[config.mk]
export PLATFORM = sky130hd
export DESIGN_NAME = dual_irq_ctrl
export DESIGN_NICKNAME = d
export VERILOG_FILES = /design/src/rtl/irqc_pkg.sv /design/src/rtl/irqc_bank.sv /design/src/rtl/irqc_lowest.sv /design/src/rtl/irqc_regif.sv /design/src/rtl/dual_irq_ctrl.sv
export SDC_FILE = /design/constraint.sdc
export NUM_CORES = 1
export LEC_CHECK = 0
export CORE_UTILIZATION = 25
export CTS_CLUSTER_DIAMETER = 40
export CTS_CLUSTER_SIZE = 40
export DETAILED_ROUTE_END_ITERATION = 12
export DONT_BUFFER_PORTS = 1
export PLACE_DENSITY_LB_ADDON = 0.1
export SLEW_MARGIN = 0
export SYNTH_ARGS = -nofsm -noshare
export SYNTH_HDL_FRONTEND = slang
export SYNTH_SLANG_ARGS = --single-unit
[constraint.sdc]
create_clock -name clk -period 2.9 [get_ports clk]
set_input_delay 0.58 -clock clk [delete_from_list [all_inputs] [get_ports clk]]
set_output_delay 0.58 -clock clk [all_outputs]
set_load 0.01 [all_outputs]
[src/rtl/irqc_pkg.sv]
package irqc_pkg;
    localparam int BUS_W   = 32;
    localparam int N_TGT   = 2;
    localparam int WORD_W  = 2;

    // low bit of the word index picks the register kind
    typedef enum logic {
        KIND_CAUSE = 1'b0,
        KIND_MASK  = 1'b1
    } reg_kind_e;
endpackage

[src/rtl/irqc_bank.sv]
module irqc_bank #(
    parameter int NUM_SRC = 32
) (
    input  logic               clk,
    input  logic               rst_n,
    input  logic [NUM_SRC-1:0] src_i,
    input  logic [NUM_SRC-1:0] w1c_i,
    input  logic               mask_we_i,
    input  logic [NUM_SRC-1:0] mask_wdata_i,
    output logic [NUM_SRC-1:0] cause_o,
    output logic [NUM_SRC-1:0] mask_o,
    output logic               irq_o
);
    typedef struct packed {
        logic [NUM_SRC-1:0] cause;
        logic [NUM_SRC-1:0] mask;
        logic               irq;
    } bank_st_t;

    bank_st_t st_d, st_q;

    always_comb begin
        st_d       = st_q;
        // acknowledge first, then sources re-latch: set wins
        st_d.cause = (st_q.cause & ~w1c_i) | src_i;
        if (mask_we_i) begin
            st_d.mask = mask_wdata_i;
        end
        st_d.irq   = |(st_q.cause & st_q.mask);
    end

    always_ff @(posedge clk or negedge rst_n) begin
        if (!rst_n) begin
            st_q <= '0;
        end else begin
            st_q <= st_d;
        end
    end

    assign cause_o = st_q.cause;
    assign mask_o  = st_q.mask;
    assign irq_o   = st_q.irq;


    src_latch_chk: assert property (@(posedge clk) disable iff (!rst_n)
        (|src_i) |=> ((cause_o & $past(src_i)) == $past(src_i)));


    ack_clears_chk: assert property (@(posedge clk) disable iff (!rst_n)
        (|(w1c_i & ~src_i)) |=> ((cause_o & $past(w1c_i & ~src_i)) == '0));


    no_spurious_set_chk: assert property (@(posedge clk) disable iff (!rst_n)
        1'b1 |=> ((cause_o & ~$past(cause_o) & ~$past(src_i)) == '0));


    mask_load_chk: assert property (@(posedge clk) disable iff (!rst_n)
        mask_we_i |=> (mask_o == $past(mask_wdata_i)));


    irq_follow_chk: assert property (@(posedge clk) disable iff (!rst_n)
        (|(cause_o & mask_o)) |=> irq_o);


    irq_drop_chk: assert property (@(posedge clk) disable iff (!rst_n)
        ((cause_o & mask_o) == '0) |=> !irq_o);
endmodule

[src/rtl/irqc_lowest.sv]
module irqc_lowest #(
    parameter int NUM_SRC = 32,
    localparam int IDX_W  = $clog2(NUM_SRC)
) (
    input  logic               clk,
    input  logic               rst_n,
    input  logic [NUM_SRC-1:0] pend_i,
    output logic               valid_o,
    output logic [IDX_W-1:0]   idx_o
);
    always_comb begin
        idx_o = '0;
        for (int k = NUM_SRC - 1; k >= 0; k--) begin
            if (pend_i[k]) begin
                idx_o = IDX_W'(k);
            end
        end
        valid_o = |pend_i;
    end


    lowest_pick_chk: assert property (@(posedge clk) disable iff (!rst_n)
        valid_o |-> (pend_i[idx_o] &&
                     ((pend_i & ((NUM_SRC'(1) << idx_o) - NUM_SRC'(1))) == '0)));
endmodule

[src/rtl/irqc_regif.sv]
module irqc_regif
    import irqc_pkg::*;
#(
    parameter int NUM_SRC = 32
) (
    input  logic                           bus_we_i,
    input  logic [WORD_W-1:0]              bus_word_i,
    input  logic [BUS_W-1:0]               bus_wdata_i,
    input  logic [N_TGT-1:0][NUM_SRC-1:0]  cause_i,
    input  logic [N_TGT-1:0][NUM_SRC-1:0]  mask_i,
    output logic [N_TGT-1:0][NUM_SRC-1:0]  w1c_o,
    output logic [N_TGT-1:0]               mask_we_o,
    output logic [NUM_SRC-1:0]             mask_wdata_o,
    output logic [BUS_W-1:0]               bus_rdata_o
);
    reg_kind_e kind;
    logic      tgt;

    assign kind         = reg_kind_e'(bus_word_i[0]);
    assign tgt          = bus_word_i[1];
    assign mask_wdata_o = bus_wdata_i[NUM_SRC-1:0];

    for (genvar t = 0; t < N_TGT; t++) begin : g_tgt
        logic hit;
        assign hit          = bus_we_i && (tgt == 1'(t));
        assign w1c_o[t]     = (hit && kind == KIND_CAUSE) ? bus_wdata_i[NUM_SRC-1:0] : '0;
        assign mask_we_o[t] = hit && kind == KIND_MASK;
    end

    always_comb begin
        if (kind == KIND_MASK) begin
            bus_rdata_o = BUS_W'(mask_i[tgt]);
        end else begin
            bus_rdata_o = BUS_W'(cause_i[tgt]);
        end
    end
endmodule

[src/rtl/dual_irq_ctrl.sv]
module dual_irq_ctrl
    import irqc_pkg::*;
#(
    parameter int NUM_SRC = 32,
    localparam int IDX_W  = $clog2(NUM_SRC)
) (
    input  logic               clk,
    input  logic               rst_n,
    input  logic [NUM_SRC-1:0] src_i,
    input  logic               bus_we_i,
    input  logic [WORD_W-1:0]  bus_word_i,
    input  logic [BUS_W-1:0]   bus_wdata_i,
    output logic [BUS_W-1:0]   bus_rdata_o,
    output logic [N_TGT-1:0]   irq_o,
    output logic               pend_valid_o,
    output logic [IDX_W-1:0]   pend_idx_o
);
    logic [N_TGT-1:0][NUM_SRC-1:0] cause;
    logic [N_TGT-1:0][NUM_SRC-1:0] mask;
    logic [N_TGT-1:0][NUM_SRC-1:0] w1c;
    logic [N_TGT-1:0]              mask_we;
    logic [NUM_SRC-1:0]            mask_wdata;

    irqc_regif #(.NUM_SRC(NUM_SRC)) u_regif (
        .bus_we_i     (bus_we_i),
        .bus_word_i   (bus_word_i),
        .bus_wdata_i  (bus_wdata_i),
        .cause_i      (cause),
        .mask_i       (mask),
        .w1c_o        (w1c),
        .mask_we_o    (mask_we),
        .mask_wdata_o (mask_wdata),
        .bus_rdata_o  (bus_rdata_o)
    );

    for (genvar t = 0; t < N_TGT; t++) begin : g_bank
        irqc_bank #(.NUM_SRC(NUM_SRC)) u_bank (
            .clk          (clk),
            .rst_n        (rst_n),
            .src_i        (src_i),
            .w1c_i        (w1c[t]),
            .mask_we_i    (mask_we[t]),
            .mask_wdata_i (mask_wdata),
            .cause_o      (cause[t]),
            .mask_o       (mask[t]),
            .irq_o        (irq_o[t])
        );
    end

    irqc_lowest #(.NUM_SRC(NUM_SRC)) u_lowest (
        .clk     (clk),
        .rst_n   (rst_n),
        .pend_i  (cause[0] & mask[0]),
        .valid_o (pend_valid_o),
        .idx_o   (pend_idx_o)
    );


    primary_isolated_chk: assert property (@(posedge clk) disable iff (!rst_n)
        (bus_we_i && bus_word_i[1]) |=> $stable(mask[0]));


    secondary_isolated_chk: assert property (@(posedge clk) disable iff (!rst_n)
        (bus_we_i && !bus_word_i[1]) |=> $stable(mask[1]));
endmodule

# After elaboration in Yosys (flattened, before gate mapping)
# Index checks and enable logic that the tools add are counted.
[word_totals] reg_bits=130 output_inout_bits=40
[classes] n_reduce_logical=8 order_cmp=1 n_bitwise=10 mux=39
[op_table] cell="32-bit 2-to-1 mux" count=7
[op_table] cell="5-bit 2-to-1 mux" count=32
[op_table] cell="32-bit bitwise AND" count=4
[op_table] cell="32-bit NOT" count=2
[op_table] cell="32-bit bitwise OR" count=2
[op_table] cell="32-bit OR reduction" count=2
[op_table] cell="1-bit logical AND" count=6
[op_table] cell="1-bit by 2-bit < comparator with 1-bit output (second input constant)" count=1
[op_table] cell="1-bit NOT" count=2

# Depth between registers and ports, before layout
# Gate-level depths: netlist (run 1).
[depth] depth_word=33 depth_mapped=6

# Cells and area by module
# Synthesis (run 1) repeated with hierarchy kept, for this count alone.
[hier_totals] cells_unflattened=628 area_unflattened_um2=7513.5
[modules_own_cells] mod="irqc_bank" cells_each=186 instances=2 area_per_inst_um2=2528.7
[modules_own_cells] mod="irqc_regif" cells_each=159 instances=1 area_per_inst_um2=1870.5
[modules_own_cells] mod="irqc_lowest" cells_each=65 instances=1 area_per_inst_um2=385.4
[modules_own_cells] mod="dual_irq_ctrl" cells_each=32 instances=1 area_per_inst_um2=200.2

# Worst setup path after synthesis (run 1)
# Ideal clock, no wire load.
[synth_timing] path_kind="input to output" startpoint="input bus_word_i[1]" endpoint="output bus_rdata_o[27]" cell_stages=3 slack_ns=0.631 required_ns=2.320 arrival_time_ns=1.689 n_path_buf=2 path_cell_list="buf_2 > buf_2 > mux4_1"
[synth_between] elab_chain_len=3 elab_cells_between_ends=5 cone_classes="5 x mux"
[synth_rtl] element="start: declaration" line="dual_irq_ctrl.sv:11" source="input logic [WORD_W-1:0] bus_word_i,"
[synth_rtl] element="32-bit 2-to-1 mux, on equally long branches (2 in a row)" line="irqc_regif.sv:34, irqc_regif.sv:32"
[synth_rtl] element="32-bit 2-to-1 mux (*)" line="irqc_regif.sv:31" source="if (kind == KIND_MASK) begin"
[synth_rtl] element="end: declaration" line="dual_irq_ctrl.sv:13" source="output logic [BUS_W-1:0] bus_rdata_o,"
# Every way passes the cells marked *; elsewhere a longest branch is shown, timed or not. The select of a mux whose other input is x is not followed.

# Final worst setup path (run 1)
[layout_timing] startpoint="register g_bank[0].u_bank.st_q (netlist bit g_bank[0].u_bank.cause_o[28])" endpoint="output pend_idx_o[1]"
[layout_between] elab_chain_len=30
[layout_rtl] element="start: declaration" line="irqc_bank.sv:20" source="bank_st_t st_d, st_q;"
[layout_rtl] element="start signal: assignment" line="irqc_bank.sv:36" source="st_q <= st_d;"
[layout_rtl] element="32-bit bitwise AND" line="dual_irq_ctrl.sv:53" source=".pend_i (cause[0] & mask[0]),"
[layout_rtl] element="5-bit 2-to-1 mux (29 in a row)" line="irqc_lowest.sv:14" source="if (pend_i[k]) begin"
[layout_rtl] element="end: declaration" line="dual_irq_ctrl.sv:16" source="output logic [IDX_W-1:0] pend_idx_o"
# No other way between the ends.

==> qor.yml, run 1 <==
outcome:
  outcome: "finished with violations"
  violations: "hold timing"
sta:
  fin_crit_sh_pct: 96.2
  rsz0062_at_grt: "no"
  tns_ns: 0
  tightest_slew_ns: 0.505
  holdWs_ns: -0.139
  setup_viol: 0
  hold_viol: 130
  finClkSkew_ns: 0.0125
  min_period_ns: 2.79
  max_slew_margin_pct: 66.3
  drv_slew: 0
  timing.final.ws_setup_ns: 0.110
  fmax_mhz: 358
detailed_routing:
  wl_um: 19800
  ant_nets: 0
  dr.first_iter.drc_count: 209
  drc: 0
  post_drt_wl_per_cell_um: 23.8
  viasPerCell: 5.05
  vias: 4196
  firstDrtPassIters: 4
critical_path:
  crit_start: "g_bank[0].u_bank.cause_o[28]$_DFF_PN0_"
  path_max_fanout: 4
  worstPathArrival_ns: 2.21
  crit_path_start_kind: "register"
  crit_type: "register to output port"
  r2r_cells: 5
  critPathCaptureType: "output port"
  timing.rr.start: "g_bank[0].u_bank.cause_o[26]$_DFF_PN0_"
  required_ns: 2.32
  reg2reg_slack_ns: 1.07
  r2r_end: "g_bank[0].u_bank.irq_o$_DFF_PN0_"
synth:
  yosysWarnings: 0
  synth_area_leaders: "dfrtp_1, mux2_2, mux4_2"
  synth_cell_types: 38
  ys_ff_latch: 130
  avgSynthCellArea_um2: 12.8
  ys_seq_area_share_pct: 52.2
  synth_top_area_share_pct: 52.2
  syn_inst: 489
  synth_ff_type: "dfrtp_1"
  synth_area_leader_cell: "dfrtp_1"
  synth_fp_nets: 558
  synth_edf_count: 0
  ys_top_cells_by_count: "dfrtp_1, nand2_1, a21o_1, mux2_2, mux4_2"
  syn-cell-area_um2: 6240
  synth.most_common_cell: "dfrtp_1"
  async_reset_ff_share_pct: 100
pwr:
  p_per_area_nw_per_um2: 715
  clock_power_share_pct: 42.8
  switching_share_pct: 26.5
  comb_power_share_pct: 14.4
  p_leak_nw: 2.65
  seqPwrFrac_pct: 42.8
  switchingPower_mw: 1.36
  total_power_mw: 5.15
  internal_power_mw: 3.79
  irDropWorstVdd_uv: 300
layout:
  stdcell_area_um2: 7210
  syn2layout_area_growth_pct: 15.5
  drive_above_1_share_pct: 27.4
  fin_nets: 563
  final_cells: 831
  n_antenna_cell: 0
die:
  start_util_pct: 25.6
  core-area_um2: 24400
  dieArea_um2: 25600
  die_y_um: 160
  rows: 57
  die_width_um: 160
  ios: 109
worst_hold_path:
  hp-class: "primary input to asynchronous set/reset pin"
global_route:
  grt_max_degree: 131
  grt_pass1_vias: 4380
  gr-usage-all-layers_pct: 16.3
  grt_overflow: 0
  antenna_found_initial: 0
  grt_pass1_wl_um: 30200
placement:
  pre_cts_slack_ns: 0.410
  place_area_um2: 6600
  io_buffers: 0
  placed_cells: 799
  post-dp-hpwl_um: 13900
  gp_congestion: 0.782
clock_network:
  clk_path_buf_depth: 2
  ctsRootBufferMaster: "clkbuf_16"
  clock-sinks: 130
  clk_pin_slew_ns: 0.06
  cts_buffers: 17
  cts_max_level: 4
  clk_latency_ns: 0.42
  cts_tree: "built"
job:
  drv_cap: 0
## worst max path at each step
| stage | end | slack [ns] | depth (start not counted) |
|---|---|---|---|
| finish | pend_idx_o[1] | 0.11 | 6 |
| global route | pend_idx_o[2] | 0.04 | 5 |
| CTS | pend_idx_o[1] | 0.05 | 6 |
| detailed placement | pend_idx_o[1] | 0.41 | 6 |
| global placement | pend_idx_o[1] | 0.34 | 6 |
| floorplan | bus_rdata_o[27] | 0.63 | 3 |
## per-layer routing
| metal | global-route usage [%] | wire, µm | vias up |
|---|---|---|---|
| li1 | - | - | 1847 |
| met1 | 21.4 | 8850 | 2237 |
| met2 | 25.7 | 9490 | 106 |
| met4 | 4.29 | 121 | 0 |
| met3 | 5.53 | 1310 | 6 |
| met5 | 0 | 0 | - |
## final cells by class
cell class	instances	area [µm²]
Tap cell	324	405
Clock inverter	10	133
Multi-Input combinational cell	336	2870
Timing Repair Buffer	9	80.1
Sequential cell	130	3250
Fill cell	2511	17200
Clock buffer	22	464
## sequential cells by signal, indices dropped and copies added, names as in the netlist
register,flops
g_bank.u_bank.cause_o,64
g_bank.u_bank.irq_o,2
g_bank.u_bank.mask_o,64
## timing repair
| item | CTS | global route |
|---|---|---|
| hold endpoints to repair | 130 | 130 |
| endpoints found under the setup margin | 1 | 1 |
| gates resized for setup | 1 | 1 |
| buffers inserted | 0 | 0 |
## power by group through the flow
stage | Sequential [mW] | Combinational [mW] | Clock (mW)
floorplan | 2.16 | 0.582 | 0
global placement | 2.22 | 0.748 | 0
detailed placement | 2.23 | 0.751 | 0
CTS | 2.20 | 0.759 | 2.27
global route | 2.24 | 0.803 | 2.36
finish | 2.20 | 0.743 | 2.20
## through the flow
| step | hold slack, ns | util, % |
|---|---|---|
| after floorplan | 0.284 | - |
| after global placement | 0.292 | 27.0 |
| after detailed placement | 0.294 | 27.0 |
| after CTS | -0.159 | 29.5 |
| after global routing | -0.168 | 29.5 |
| final | -0.139 | 29.5 |
## layout by cell type (no fill, tap or decap), types with 3 or more instances in the layout
| cell | count |
|---|---|
| clkbuf_16 | 17 |
| a22oi_1 | 19 |
| a32o_1 | 4 |
| nand3_1 | 6 |
| a22o_1 | 3 |
| clkinvlp_4 | 3 |
| nor2_1 | 6 |
| a21oi_1 | 4 |
| nand2_1 | 96 |
| buf_4 | 8 |
| nand4_1 | 8 |
| dfrtp_1 | 130 |
| a21o_1 | 64 |
| mux2_2 | 64 |
| a31oi_1 | 3 |
| mux4_2 | 31 |
| clkinv_2 | 4 |
| bufinv_16 | 3 |
| clkbuf_1 | 3 |
## cells by family (layout without fill, tap and decap cells)
kind of cell           count (synthesis)  count (layout)  share of synthesized area, %
flip-flops                           130             130                          52.2
AND/OR/NAND/NOR                      126             126                          8.67
multiplexers                          96              96                          23.2
buffers and inverters                 23              41                          2.11
AO/OA/AOI/OAI                        114             114                          13.9
## worst max-delay path, stage by stage (launching register included)
cell and delay [ns]:
dfrtp_1 0.42, a22oi_2 0.26, a21oi_1 0.11, o21ai_0 0.29
a21oi_1 0.14, o32ai_2 0.39, buf_4 0.19
(Power assumes the default switching activity.)
==> inputs of run 2 (changes only) <==
--- a/config.mk
+++ b/config.mk
@@ -5,6 +5,7 @@
 export SDC_FILE = /design/constraint.sdc
 export NUM_CORES = 1
 export LEC_CHECK = 0
+export ABC_CLOCK_PERIOD_IN_PS = 2900
 export CORE_UTILIZATION = 25
 export CTS_CLUSTER_DIAMETER = 40
 export CTS_CLUSTER_SIZE = 40
@@ -14,4 +15,5 @@
 export SLEW_MARGIN = 0
 export SYNTH_ARGS = -nofsm -noshare
 export SYNTH_HDL_FRONTEND = slang
+export SYNTH_HIERARCHICAL = 1
 export SYNTH_SLANG_ARGS = --single-unit
==> run 2 against run 1 <==
Net effect:
- the run still ends with hold timing left
- synthesized cell count grew 28%
- worst hold slack better by 0.0026 ns
- die area increased by 20%
- critical path type unchanged
==> qor.yml, run 2 <==
clock_network:
  ctsRootBufferMaster: "clkbuf_16"
  cts_tree: "built"
  cts_max_level: 4  # unchanged
  cts_setup_buffers: 0  # unchanged
  cts_buffers: 17  # unchanged
  clock-sinks: 130  # unchanged
  clk_pin_slew_ns: 0.06  # about the same
  clk_path_buf_depth: 2  # unchanged
  clk_latency_ns: 0.44  # +0.02 ns
synth:
  synth_top_family_by_area: "multiplexers"
  ys_top_cells_by_count: "dfrtp_1, inv_1, a21o_1"
  synth_compound_area_share_pct: 11.8  # -2.0 points
  ys_seq_area_share_pct: 43.3  # -8.9 points
  yosys.area_share.simple_pct: 15.9  # +7.2 points
  synth.most_common_cell: "dfrtp_1"
  avgSynthCellArea_um2: 12.0  # -6.2%
  synth_area_leader_cell: "dfrtp_1"
  async_reset_ff_share_pct: 100  # unchanged
  synth_cell_types: 43  # +13%
  synth_area_leaders: "dfrtp_1, mux2_2, mux4_2"
  synth_top_area_share_pct: 43.3  # -8.9 points
  muxShareOfSynthArea_pct: 19.3  # -3.9 points
  synth_fp_nets: 697  # +25%
  syn_inst: 628  # +28%
  synth_edf_count: 0  # unchanged
  yosysWarnings: 6  # +6
  ys_ff_latch: 130  # unchanged
  synthXorXnorAreaFrac_pct: 0  # unchanged
  synth_ff_type: "dfrtp_1"
  syn-cell-area_um2: 7510  # +20%
  synth-adder-area-share_pct: 0  # unchanged
outcome:
  outcome: "finished with violations"
  violations: "hold timing"
detailed_routing:
  ant_nets: 0  # unchanged
  wl_um: 23000  # +16%
  firstDrtPassIters: 6  # +2
  post_drt_wl_per_cell_um: 23.4  # -1.8%
  viasPerCell: 4.97  # -1.6%
  drc: 0  # unchanged
  dr.first_iter.drc_count: 305  # +46%
  vias: 4893  # +17%
global_route:
  grt_max_degree: 131  # unchanged
  grt_overflow: 0  # unchanged
  grt_pass1_wl_um: 34700  # +15%
  antenna_found_initial: 0  # unchanged
  gr-usage-all-layers_pct: 15.4  # -0.90 points
  grt_pass1_vias: 5283  # +21%
die:
  ios: 109  # unchanged
  die_width_um: 175  # +9.6%
  die_y_um: 175  # +9.6%
  start_util_pct: 25.4  # -0.22 points
  rows: 63  # +11%
  core-area_um2: 29600  # +22%
  dieArea_um2: 30800  # +20%
layout:
  syn2layout_area_growth_pct: 9.53
  final_cells: 985  # +19%
  fillers: 3081  # +23%
  n_antenna_cell: 0  # unchanged
  layout_commonest_cell: "dfrtp_1"
  fin_nets: 653  # +16%
  drive_above_1_share_pct: 27.4  # about the same
  final_cell_mix: "dfrtp_1, inv_1, a21o_1"
critical_path:
  crit_path_start_kind: "register"
  worstPathArrival_ns: 2.22  # about the same
  r2r_end: "g_bank[1].u_bank/irq_o$_DFF_PN0_"
  required_ns: 2.32  # about the same
  crit_type: "register to output port"
  crit_start: "g_bank[0].u_bank/cause_o[19]$_DFF_PN0_"
  timing.rr.start: "g_bank[1].u_bank/cause_o[12]$_DFF_PN0_"
  critPathCaptureType: "output port"
  endpoint: "pend_idx_o[3]"
  path_max_fanout: 4  # unchanged
  r2r_cells: 3  # -2
  reg2reg_slack_ns: 1.27  # +0.20 ns
sta:
  fin_crit_sh_pct: 96.4  # +0.22 points
  hold_viol: 130  # unchanged
  finClkSkew_ns: 0.0231  # +0.0106 ns
  fmax_mhz: 358  # -0.23%
  drv_slew: 0  # unchanged
  tns_ns: 0  # unchanged
  tightest_slew_ns: 0.490  # -0.0146 ns
  setup_viol: 0  # unchanged
  max_slew_margin_pct: 67.3  # +1.0 points
  rsz0062_at_grt: "no"
  min_period_ns: 2.80  # +0.00642 ns
  holdWs_ns: -0.137  # +0.00256 ns
worst_hold_path:
  hp-class: "primary input to asynchronous set/reset pin"
placement:
  placed_cells: 955  # +20%
  io_buffers: 0  # unchanged
  post-dp-hpwl_um: 15500  # +12%
  gp_congestion: 0.759  # -3.0%
pwr:
  p_leak_nw: 2.97  # +12%
  irDropWorstVdd_uv: 387  # +29%
  p_per_area_nw_per_um2: 655  # -8.4%
job:
  drv_cap: 0  # unchanged
## run 2: changes by cell type after synthesis, sizes merged, moves of 17 or more
cell / change
nand2: -93
inv: +70
and4b: +32
and2: +30
buf: +29
and4bb: +23
clkbuf: +17
## run 2: routing by layer
metal	vias to the layer above	global-route usage (%)	wire (µm)
met5	-	0	0
met4	0	4.35	235
met3	11	4.55	1210
met2	103	25.3	11300
met1	2574	19.6	10300
li1	2205	-	-
## run 2: worst min path at each step
stage,from,endpoint,slack [ns],cells after the start
4_1_cts,rst_n,g_bank[1].u_bank/cause_o[21]$_DFF_PN0_,-0.17,0
5_1_grt,rst_n,g_bank[0].u_bank/irq_o$_DFF_PN0_,-0.17,0
6_report,rst_n,g_bank[1].u_bank/cause_o[12]$_DFF_PN0_,-0.14,0
3_5_place_dp,rst_n,g_bank[1].u_bank/cause_o[12]$_DFF_PN0_,0.30,0
2_1_floorplan,rst_n,g_bank[0].u_bank/cause_o[0]$_DFF_PN0_,0.28,0
3_3_place_gp,rst_n,g_bank[1].u_bank/cause_o[13]$_DFF_PN0_,0.29,0
## run 2: logic make-up (layout without fill, tap and decap cells)
group,Yosys count,in the layout
AND/OR/NAND/NOR,145,145
buffers and inverters,139,106
flip-flops,130,130
AO/OA/AOI/OAI,118,118
multiplexers,96,96
## run 2: metrics by stage
step	power, mW	utilization, %	setup WS (ns)	instance area (µm²)	hold slack (ns)
CTS	5.47	27.6	0.0490	8190	-0.173
floorplan	2.91	-	0.819	7510	0.284
global placement	3.12	25.6	0.524	7580	0.292
global route	5.64	27.8	0.00814	8230	-0.174
finish	5.39	27.8	0.104	8230	-0.137
detailed placement	3.12	25.6	0.522	7580	0.297
## run 2: power by group
part / internal [mW] / leakage, nW / switching, mW
Combinational: 0.446 / 1.31 / 0.433
Sequential: 2.02 / 1.36 / 0.197
Clock: 1.43 / 0.295 / 0.865
Total: 3.89 / 2.97 / 1.50
## run 2: timing repair
item | CTS | global route
setup endpoints to repair | 0 | 3
hold endpoints to repair | 130 | 130
resized for setup | 0 | 6
## run 2: worst max-delay path, cell delays in order (launching register included)
cell     delay (ns)
dfrtp_1        0.41
and2_1         0.23
or4_4          0.57
nor2_1         0.14
nand2_1        0.07
a21oi_1        0.36
## run 2: cell type report
cell class	instances	area [µm²]	share of cell area [%]
Timing Repair Buffer	6	45.0	0.547
Sequential cell	130	3250	39.5
Tap cell	390	488	5.93
Clock buffer	17	425	5.17
Clock inverter	13	189	2.30
Multi-Input combinational cell	359	3570	43.3
Inverter	70	263	3.19
==> inputs of run 3 (changes only) <==
--- a/config.mk
+++ b/config.mk
@@ -6,6 +6,7 @@
 export NUM_CORES = 1
 export LEC_CHECK = 0
 export ABC_CLOCK_PERIOD_IN_PS = 2900
+export CAP_MARGIN = 10
 export CORE_UTILIZATION = 25
 export CTS_CLUSTER_DIAMETER = 40
 export CTS_CLUSTER_SIZE = 40
==> results of run 3 <==
Same layout as run 2: the final DEF is identical, and so are final timing and power.
